<file path="config.mk">
export PLATFORM = sky130hd
export DESIGN_NAME = spi_reg_port
export DESIGN_NICKNAME = d
export VERILOG_FILES = /design/src/rtl/spi_regs_pkg.sv /design/src/rtl/spi_sync.sv /design/src/rtl/spi_regbank.sv /design/src/rtl/spi_frame.sv /design/src/rtl/spi_reg_port.sv
export SDC_FILE = /design/constraint.sdc
export NUM_CORES = 1
export LEC_CHECK = 0
export ABC_CLOCK_PERIOD_IN_PS = 2300
export BUFFER_PORTS_ARGS = -buffer_cell sky130_fd_sc_hd__buf_4
export CELL_PAD_IN_SITES_DETAIL_PLACEMENT = 0
export CELL_PAD_IN_SITES_GLOBAL_PLACEMENT = 2
export CORE_MARGIN = 1.5
export CORE_UTILIZATION = 34
export DETAILED_ROUTE_END_ITERATION = 12
export PLACE_DENSITY_LB_ADDON = 0.2
export SYNTH_ARGS = -nofsm -noshare
export SYNTH_HDL_FRONTEND = slang
export SYNTH_HIERARCHICAL = 1
export SYNTH_SLANG_ARGS = --single-unit
</file>
<file path="constraint.sdc">
create_clock -name clk -period 2.3 [get_ports clk]
set_input_delay 0.23 -clock clk [delete_from_list [all_inputs] [get_ports clk]]
set_output_delay 0.23 -clock clk [all_outputs]
set_load 0.005 [all_outputs]
</file>
<file path="src/rtl/spi_regs_pkg.sv">
package spi_regs_pkg;

    localparam int WORD_W      = 16;
    localparam int DATA_W      = 11;
    localparam int ADDR_W      = 4;
    localparam int NUM_REGS    = 1 << ADDR_W;
    localparam int CMD_BITS    = WORD_W - DATA_W;
    localparam int CNT_W       = $clog2(WORD_W) + 1;
    localparam int STATUS_ADDR = 0;

    // Command word as received, MSB first
    typedef struct packed {
        logic              rd;
        logic [ADDR_W-1:0] addr;
        logic [DATA_W-1:0] data;
    } cmd_t;

    // Frame well-formedness checks collected at select release
    typedef struct packed {
        logic start_low;
        logic end_low;
        logic count_ok;
    } frame_chk_t;

    function automatic logic frame_good(input frame_chk_t c);
        return c.start_low & c.end_low & c.count_ok;
    endfunction

    function automatic logic [CNT_W-1:0] sat_inc(input logic [CNT_W-1:0] v);
        return (&v) ? v : v + 1'b1;
    endfunction

endpackage

</file>
<file path="src/rtl/spi_sync.sv">
module spi_sync #(
    parameter int             W       = 3,
    parameter int             STAGES  = 2,
    parameter logic [W-1:0]   RST_VAL = '0
) (
    input  logic         clk,
    input  logic         rst,
    input  logic [W-1:0] d,
    output logic [W-1:0] q
);
    logic [W-1:0] stg [STAGES];

    always_ff @(posedge clk) begin
        if (rst) stg[0] <= RST_VAL;
        else     stg[0] <= d;
    end

    for (genvar i = 1; i < STAGES; i++) begin : g_stage
        always_ff @(posedge clk) begin
            if (rst) stg[i] <= RST_VAL;
            else     stg[i] <= stg[i-1];
        end
    end

    assign q = stg[STAGES-1];
endmodule

</file>
<file path="src/rtl/spi_regbank.sv">
module spi_regbank
    import spi_regs_pkg::*;
#(
    parameter int NREG = NUM_REGS,
    parameter int DW   = DATA_W,
    parameter int AW   = ADDR_W,
    parameter int SADR = STATUS_ADDR
) (
    input  logic                   clk,
    input  logic                   rst,
    input  logic [AW-1:0]          rd_addr,
    output logic [DW-1:0]          rd_data,
    input  logic                   wr_en,
    input  logic [AW-1:0]          wr_addr,
    input  logic [DW-1:0]          wr_data,
    input  logic                   err_set,
    input  logic                   stat_clr,
    output logic [(NREG-1)*DW-1:0] cfg_o
);
    logic [NREG-1:0][DW-1:0] words;
    logic [NREG-2:0][DW-1:0] cfg_words;

    for (genvar g = 0; g < NREG; g++) begin : g_reg
        logic [DW-1:0] q;
        if (g == SADR) begin : g_status
            always_ff @(posedge clk) begin
                if (rst)           q <= '0;
                else if (err_set)  q <= DW'(1);
                else if (stat_clr) q <= '0;
            end
        end else begin : g_cfg
            always_ff @(posedge clk) begin
                if (rst)                                    q <= '0;
                else if (wr_en && wr_addr == AW'(g))        q <= wr_data;
            end
        end
        assign words[g] = q;
    end

    for (genvar k = 0; k < NREG - 1; k++) begin : g_out
        assign cfg_words[k] = words[(k < SADR) ? k : k + 1];
    end

    assign rd_data = words[rd_addr];
    assign cfg_o   = cfg_words;

    // with no write, error or clear request, the bank holds
    a_r6_bank_hold: assert property (@(posedge clk) disable iff (rst)
        (!wr_en && !err_set && !stat_clr) |=> $stable(words));

    // only bit 0 of the status word can ever be set
    a_r9_status_upper_zero: assert property (@(posedge clk) disable iff (rst)
        wr_en |=> (words[SADR][DW-1:1] == '0));

    // flag stays set until a clear request
    a_r9_flag_sticky: assert property (@(posedge clk) disable iff (rst)
        (words[SADR][0] && !stat_clr) |=> words[SADR][0]);
endmodule

</file>
<file path="src/rtl/spi_frame.sv">
module spi_frame
    import spi_regs_pkg::*;
#(
    parameter int WW   = WORD_W,
    parameter int DW   = DATA_W,
    parameter int AW   = ADDR_W,
    parameter int CW   = CNT_W,
    parameter int SADR = STATUS_ADDR
) (
    input  logic          clk,
    input  logic          rst,
    input  logic          csn_s,
    input  logic          sck_s,
    input  logic          mosi_s,
    output logic [AW-1:0] rd_addr,
    input  logic [DW-1:0] rd_data,
    output logic          wr_en,
    output logic [AW-1:0] wr_addr,
    output logic [DW-1:0] wr_data,
    output logic          err_set,
    output logic          stat_clr,
    output logic          miso,
    output logic          miso_oe
);
    localparam int CMDB = WW - DW;

    logic          csn_d, sck_d;
    logic          active, start_low, loaded;
    logic [CW-1:0] cnt;
    logic [WW-1:0] sh_in;
    logic [DW-1:0] out_sh;
    logic          miso_q, oe_q;
    logic          wr_q, err_q, clr_q;
    cmd_t          cmd;
    frame_chk_t    chk;

    logic csn_fall, csn_rise, sck_rise, sck_fall;

    assign csn_fall = csn_d & ~csn_s;
    assign csn_rise = ~csn_d & csn_s;
    assign sck_rise = active & ~csn_s & ~sck_d & sck_s;
    assign sck_fall = active & ~csn_s & sck_d & ~sck_s;

    // Address bits complete on the fifth falling edge: three held plus the incoming bit
    assign rd_addr = {sh_in[AW-2:0], mosi_s};

    assign cmd = cmd_t'(sh_in);
    assign chk = '{start_low: start_low, end_low: ~sck_s, count_ok: (cnt == CW'(WW))};

    always_ff @(posedge clk) begin
        if (rst) begin
            csn_d <= 1'b1;
            sck_d <= 1'b0;
        end else begin
            csn_d <= csn_s;
            sck_d <= sck_s;
        end
    end

    always_ff @(posedge clk) begin
        if (rst) begin
            active    <= 1'b0;
            start_low <= 1'b0;
            loaded    <= 1'b0;
            cnt       <= '0;
            sh_in     <= '0;
            out_sh    <= '0;
            miso_q    <= 1'b0;
            oe_q      <= 1'b0;
        end else if (csn_fall) begin
            active    <= 1'b1;
            start_low <= ~sck_s;
            loaded    <= 1'b0;
            cnt       <= '0;
            sh_in     <= '0;
            miso_q    <= 1'b0;
            oe_q      <= 1'b1;
        end else if (csn_rise) begin
            active    <= 1'b0;
            oe_q      <= 1'b0;
            loaded    <= 1'b0;
            miso_q    <= 1'b0;
        end else if (sck_fall) begin
            sh_in <= {sh_in[WW-2:0], mosi_s};
            cnt   <= sat_inc(cnt);
            if (cnt == CW'(CMDB - 1)) begin
                out_sh <= rd_data;
                loaded <= 1'b1;
            end
        end else if (sck_rise) begin
            if (loaded) begin
                miso_q <= out_sh[DW-1];
                out_sh <= {out_sh[DW-2:0], 1'b0};
            end else begin
                miso_q <= 1'b0;
            end
        end
    end

    always_ff @(posedge clk) begin
        if (rst) begin
            wr_q  <= 1'b0;
            err_q <= 1'b0;
            clr_q <= 1'b0;
        end else if (csn_rise && active) begin
            wr_q  <= frame_good(chk) & ~cmd.rd;
            err_q <= ~frame_good(chk);
            clr_q <= frame_good(chk) & cmd.rd & (cmd.addr == AW'(SADR));
        end else begin
            wr_q  <= 1'b0;
            err_q <= 1'b0;
            clr_q <= 1'b0;
        end
    end

    assign wr_en    = wr_q;
    assign wr_addr  = cmd.addr;
    assign wr_data  = cmd.data;
    assign err_set  = err_q;
    assign stat_clr = clr_q;
    assign miso     = miso_q;
    assign miso_oe  = oe_q;

    // a commit only follows a frame with exactly the full clock count
    a_r7_commit_count: assert property (@(posedge clk) disable iff (rst)
        wr_en |-> ($past(cnt) == CW'(WW)));

    // a commit only follows a frame that started with the clock low
    a_r8_commit_start_low: assert property (@(posedge clk) disable iff (rst)
        wr_en |-> $past(start_low));

    // output enable drops the cycle after select release is seen
    a_r2_oe_off: assert property (@(posedge clk) disable iff (rst)
        (csn_s && !csn_d) |=> !miso_oe);

    // while select is idle high, the frame state does not move
    a_r10_idle_hold: assert property (@(posedge clk) disable iff (rst)
        (csn_s && csn_d) |=> ($stable(cnt) && $stable(sh_in)));

    // commit, error and clear requests are mutually exclusive
    a_r4_one_outcome: assert property (@(posedge clk) disable iff (rst)
        $onehot0({wr_en, err_set, stat_clr}));
endmodule

</file>
<file path="src/rtl/spi_reg_port.sv">
module spi_reg_port
    import spi_regs_pkg::*;
#(
    parameter int NREG = NUM_REGS,
    parameter int DW   = DATA_W,
    parameter int AW   = ADDR_W
) (
    input  logic                   clk,
    input  logic                   rst,
    input  logic                   sck_i,
    input  logic                   csn_i,
    input  logic                   mosi_i,
    output logic                   miso_o,
    output logic                   miso_oe_o,
    output logic [(NREG-1)*DW-1:0] cfg_o
);
    logic [2:0]    pins_s;
    logic          sck_s, csn_s, mosi_s;
    logic [AW-1:0] rd_addr, wr_addr;
    logic [DW-1:0] rd_data, wr_data;
    logic          wr_en, err_set, stat_clr;

    spi_sync #(.W(3), .STAGES(2), .RST_VAL(3'b010)) u_sync (
        .clk (clk),
        .rst (rst),
        .d   ({sck_i, csn_i, mosi_i}),
        .q   (pins_s)
    );

    assign {sck_s, csn_s, mosi_s} = pins_s;

    spi_frame #(.DW(DW), .AW(AW)) u_frame (
        .clk      (clk),
        .rst      (rst),
        .csn_s    (csn_s),
        .sck_s    (sck_s),
        .mosi_s   (mosi_s),
        .rd_addr  (rd_addr),
        .rd_data  (rd_data),
        .wr_en    (wr_en),
        .wr_addr  (wr_addr),
        .wr_data  (wr_data),
        .err_set  (err_set),
        .stat_clr (stat_clr),
        .miso     (miso_o),
        .miso_oe  (miso_oe_o)
    );

    spi_regbank #(.NREG(NREG), .DW(DW), .AW(AW)) u_bank (
        .clk      (clk),
        .rst      (rst),
        .rd_addr  (rd_addr),
        .rd_data  (rd_data),
        .wr_en    (wr_en),
        .wr_addr  (wr_addr),
        .wr_data  (wr_data),
        .err_set  (err_set),
        .stat_clr (stat_clr),
        .cfg_o    (cfg_o)
    );
endmodule

</file>
==> Word level (Yosys, flattened, before mapping) <==
Memories as Yosys holds them, arrays and structs flattened.
Index checks and enable logic that the tools add are counted.
{ "totals": {"out_inout_bits": 167, "mem_count": 1, "mem_bits_ro": 0, "elab_cells": 120, "in_bits": 5, "ff_bits": 207, "latchBits": 0, "ram_bits": 6} }
{ "classes": {"div": 0, "n_mul": 0, "order_cmp": 1, "shift": 0, "n_eq_ne": 18, "n_mux": 16, "n_addsub": 1, "reduce_logical": 30, "bitwise": 25} }
{ "memory_table": {"columns": ["name", "words", "width", "rd", "rd_ports_with_merged_regs", "wr", "line", "rtl"], "rows": [
  ["u_sync.stg", 2, 3, 2, 0, 2, "spi_sync.sv:11", "logic [W-1:0] stg [STAGES];"]
]} }
{ "op_table": {"columns": ["cell", "n"], "rows": [
  ["11-bit 2-to-1 mux", 5],
  ["11-bit binary-select mux with 4-bit select", 1],
  ["4-bit == test (second input constant)", 8],
  ["4-bit by 3-bit == test with 1-bit output (second input constant)", 4],
  ["1-bit logical AND", 16],
  ["1-bit AND", 12],
  ["1-bit inverter", 11],
  ["5-bit AND reduction", 2],
  ["4-bit by 2-bit == test with 1-bit output (second input constant)", 2],
  ["1-bit 2-to-1 mux", 8],
  ["2-bit nonzero test", 4],
  ["3-bit 2-to-1 mux", 2],
  ["2-bit AND reduction", 3],
  ["5-bit by 1-bit adder with 5-bit output (second input constant)", 1],
  ["5-bit by 3-bit == test with 1-bit output (second input constant)", 1],
  ["5-bit == test (second input constant)", 1],
  ["4-bit by 5-bit < comparator with 1-bit output (second input constant)", 1],
  ["4-bit by 1-bit == test with 1-bit output (second input constant)", 1],
  ["4-bit logical NOT", 1],
  ["2-bit OR reduction", 2],
  ["3-bit AND reduction", 1],
  ["3-bit OR reduction", 1],
  ["2-bit != test (second input constant)", 1],
  ["1-bit bitwise OR", 2]
]} }

==> Depth between registers and ports, before layout <==
An unclocked memory read counts as a cell.
{ "depth": {"ltp_word": 7, "mapped_depth": 9, "ltp_nobuf": 6} }

==> By module <==
Netlist, hierarchy kept.
{ "by_module_without_submodules": {"columns": ["module", "cells_each", "n_inst", "area_each_um2", "seq_area_each_um2"], "rows": [
  ["spi_regbank", 883, 1, 7811.2, 3323.2],
  ["spi_frame", 220, 1, 1913.1, 820.8],
  ["spi_sync", 12, 1, 157.7, 120.1]
]} }

==> Worst setup path before layout <==
Ideal clock, no wire load.
{ "synth_timing": {"kind": "reg2reg", "startpoint": "register u_frame.sh_in[0] (netlist: u_frame/cmd[0])", "endpoint": "register u_frame.out_sh[5]", "n_path_buf": 3, "setup_time_ns": 0.145, "required_ns": 2.155, "path_stages_with_launch": 9, "setup_slack_ns": 0.604, "period_less_slack_ns": 1.696, "arrival_time_ns": 1.550, "path_cell_list": "dfxtp_1 -> buf_4 -> buf_6 -> buf_6 -> mux2_1 -> a221oi_1 -> a211oi_2 -> nand2_1 -> a311oi_2"} }
{ "synth_between": {"elab_chain_len": 4} }
{ "synth_lines": {"columns": ["element", "line", "rtl"], "rows": [
  ["start, declared", "spi_frame.sv:30", "logic [WW-1:0] sh_in;"],
  ["start signal, assigned", "spi_frame.sv:84", "sh_in <= {sh_in[WW-2:0], mosi_s};"],
  ["11-bit binary-select mux with 4-bit select", "spi_regbank.sv:44", "assign rd_data = words[rd_addr];"],
  ["11-bit 2-to-1 mux (implied by the code)", "spi_regbank.sv:44", null],
  ["net rd_data[5]", "spi_reg_port.sv:20", "logic [DW-1:0] rd_data, wr_data;"],
  ["11-bit 2-to-1 mux", "spi_frame.sv:86", "if (cnt == CW'(CMDB - 1)) begin"],
  ["11-bit 2-to-1 mux", "spi_frame.sv:83", "end else if (sck_fall) begin"],
  ["end signal, assigned", "spi_frame.sv:87", "out_sh <= rd_data;"],
  ["end signal, assigned", "spi_frame.sv:93", "out_sh <= {out_sh[DW-2:0], 1'b0};"],
  ["end, declared", "spi_frame.sv:31", "logic [DW-1:0] out_sh;"]
]} }
The timed path passes the listed nets, and every way through them passes these cells. The select of a mux whose other input is x is not followed.
A chain may end at the register's enable or synchronous reset.

==> Worst setup path in the final report <==
{ "layout_timing": {"startpoint": "register u_frame.sh_in[1] (netlist: u_frame/cmd[1])", "endpoint": "register u_frame.out_sh[3]"} }
The elaborated chain is that of the path after synthesis.

==> results.ini <==
[setup_path]
required_ps = 2680
worst-path-max-fanout = 29
setup.worst_path.end_class = flip-flop
critPathArrivalTime_ps = 2560
r2r_slack_ps = 120
crit_family = multiplexers
crit_path_max_incr_delay_ps = 830
path_class = flip-flop to flip-flop
path_buf_inv = 0
cp_slowest_cell = dfxtp_2
start_kind = flip-flop
path_cells = mux4_2, mux2i_1, a211oi_1, nand2_1, a311oi_1

[drt]
post_drt_wl_per_cell_microns = 24.87
drt_first_pass_iters = 5
drc = 0
viasPerCell = 5.773
drt_iter0_drc = 988
finalWirelength_mm = 40.53
ant_nets = 0
vias = 9410

[timing]
worst_hold_slack_ps = 32.71
drv_slew = 0
worst-slew-pin-transition_ps = 776.7
maxSlewHeadroom_pct = 48.15
finalSetupViolCount = 0
timing.fmax_mhz = 458.0
clock_skew_ps = 12.97
rsz0062_at_grt = no
period_needed_ps = 2183
setup_slack_ps = 116.7
final-hold-violation-count = 0
tns_ps = 0
finalCritPeriodShare_pct = 94.93

[grt]
grt_pass1_wl_mm = 59.97
antenna_found_initial = 0
grt-ovfl-total = 0
grt_max_degree = 110
grt_pass1_vias = 8649
grt_usage_pct = 26.13

[power_and_ir_drop]
ir_drop_mv = 0.4428
power_density_mw_per_mm2 = 637.8
leakage_nw = 4.378

[floorplan]
dieWidth_microns = 173.5
initial_core_util_pct = 34.52
die_h_microns = 173.5
die_area_sq_mm = 0.03010
io_pins = 172
row_count = 62
core_area_sq_mm = 0.02863

[run]
drv_cap = 0

[synth]
synthCells = 1115
synth_edf_count = 0
ys_ff_latch = 213
async_reset_ff_share_pct = 0
avgSynthCellArea_sq_um = 8.863
yosys.cell_types.count = 58
synth.net_count = 1125
ys_seq_area_share_pct = 43.15
synth-main-ff-cell = dfxtp_1
ys_warn_count = 6
syn_area_sq_mm = 0.009882

[clock_tree]
cts.path.max_buffers = 3
numCtsBuffers = 25
cts_resized = 0
htree_levels = 1
clk_pin_slew_worst_paths_ps = 60
clk_latency_ps = 540
cts_tree = done
cts.sinks = 213
root_buffer = clkbuf_16

[final_layout]
fin_util_pct = 42.89
nets = 1239
drive_gt1_share_pct = 25.04
antenna_cells = 0
area_growth_pct = 24.23

[worst_hold_path]
hp-class = input port to flip-flop

[placed_design]
gp_congestion = 0.8429
dpl.hpwl_mm = 26.47
dp_slack_ps = 195.0
portBuffers = 171

[outcome]
status = completed

==> registers in the layout (all words and copies together), names as in the netlist <==
| signal | cells |
|---|---|
| u_bank/g.q | 166 |
| u_frame/cmd | 16 |
| u_frame/out_sh | 11 |
| u_sync/stg | 6 |
| u_frame/cnt | 5 |
| u_frame/csn_d | 1 |
| u_frame/err_set | 1 |
| u_frame/loaded | 1 |
| u_frame/miso | 1 |
| u_frame/miso_oe | 1 |
| u_frame/sck_d | 1 |
| u_frame/start_low | 1 |
| u_frame/stat_clr | 1 |
| u_frame/wr_en | 1 |
==> synthesized netlist by cell type, types with 2 or more instances <==
master	instances	share of area (%)
o21ai_1	49	2.5
or2_2	2	0.13
mux4_1	17	4.5
nand3_1	168	8.5
nor4_1	2	0.13
a311oi_2	9	1.4
xnor2_1	3	0.27
a211oi_2	2	0.25
clkbuf_2	2	0.10
a221oi_1	10	0.89
ha_1	5	0.63
and3_1	3	0.19
o21ai_0	117	5.9
nor2b_1	11	0.70
buf_2	43	2.2
and3b_1	2	0.18
mux2_2	7	0.80
nand2b_1	5	0.32
clkbuf_1	64	2.4
inv_1	5	0.19
nor2_1	24	0.91
mux2_1	3	0.34
mux2i_1	16	1.6
dfxtp_1	213	43
mux4_2	16	3.6
or2_1	3	0.19
a21oi_1	192	9.7
buf_8	2	0.30
nand2_1	54	2.1
buf_4	23	1.7
a211oi_1	9	0.68
buf_6	7	0.80
nand3b_1	2	0.15
==> repair_timing <==
action                                 in CTS  in global routing
hold buffers                                3                  0
setup buffers                               0                  0
endpoints found under the hold margin       3                  0
==> worst register-to-register path, cell delays in order, from the launching register on <==
cell	delay, ps
dfxtp_2	830
mux4_2	430
mux2i_1	480
a211oi_1	150
nand2_1	80
a311oi_1	70
==> power by group <==
part / internal [W] / total [W] / switching [W]
Sequential: 0.00370 / 0.00370 / 0.00000587
Clock: 0.00239 / 0.00400 / 0.00161
Combinational: 0.0000368 / 0.000129 / 0.0000923
Total: 0.00612 / 0.00783 / 0.00171
==> routing by layer <==
| layer | up-vias | track usage (%) | wire length, microns |
|---|---|---|---|
| li1 | 4286 | - | - |
| met1 | 4637 | 37.05 | 17820 |
| met2 | 437 | 41.92 | 19050 |
| met3 | 50 | 3.246 | 2685 |
| met4 | 0 | 6.920 | 973 |
| met5 | - | 0 | 0 |
==> cells in the final DEF (no fill, tap or decap), types with 3 or more instances in the layout <==
| master | instances |
|---|---|
| buf_12 | 9 |
| a311oi_2 | 9 |
| clkbuf_16 | 25 |
| inv_1 | 5 |
| clkbuf_8 | 5 |
| nor2_1 | 23 |
| nor2b_1 | 9 |
| dfxtp_1 | 209 |
| mux4_2 | 16 |
| o21ai_1 | 49 |
| and3_1 | 3 |
| clkbuf_1 | 11 |
| a21oi_1 | 192 |
| a211oi_1 | 9 |
| xnor2_1 | 3 |
| dlygate4sd3_1 | 3 |
| or2_1 | 3 |
| mux2_2 | 7 |
| ha_1 | 5 |
| nand3_1 | 168 |
| mux2i_1 | 16 |
| mux2_1 | 3 |
| a221oi_1 | 10 |
| mux4_1 | 17 |
| nand2b_1 | 5 |
| o21ai_0 | 117 |
| nand2_1 | 54 |
| buf_4 | 217 |
| dfxtp_2 | 4 |
==> stage by stage <==
step           total power [W]  instances  area, sq um
3_5_place_dp          0.003908       1583        11440
3_3_place_gp          0.003909       1583        11440
5_1_grt               0.008055       1630        12280
4_1_cts               0.007893       1630        12280
2_1_floorplan         0.003867       1115         9882
6_report              0.007830       1630        12280
==> logic make-up (layout without fill, tap and decap cells) <==
logic type / after synthesis / count (layout) / synth area share, %
xor+xnor: 3 / 3 / 0.2659
mux: 60 / 60 / 11.18
compound gates: 392 / 392 / 21.65
buf+inv: 148 / 279 / 7.989
simple gates: 294 / 294 / 15.13
flops: 213 / 213 / 43.15
fa+ha+maj: 5 / 5 / 0.6331
==> worst paths after layout <==
check	startpoint	to	cells past startpoint
hold reg to reg	u_sync/stg[0][1]$_SDFF_PP1_	u_sync/stg[1][1]$_SDFF_PP1_	1
hold / removal	rst	u_frame/miso_oe$_SDFFE_PP0P_	2
setup reg to reg	u_frame/cmd[1]$_SDFFE_PP0P_	u_frame/out_sh[3]$_SDFFE_PP0P_	5
setup / recovery	u_frame/cmd[1]$_SDFFE_PP0P_	u_frame/out_sh[3]$_SDFFE_PP0P_	5
==> layout make-up <==
class,count,area [sq um]
clock buffers,41,735.7
clock inverters,3,68.82
fillers,2826,16350
inverters,5,18.77
multi-input cells,754,4853
flip-flops and latches,213,4269
well taps,384,480.5
repair buffers,230,1851
No activity file was read; power rests on OpenSTA's default activity.
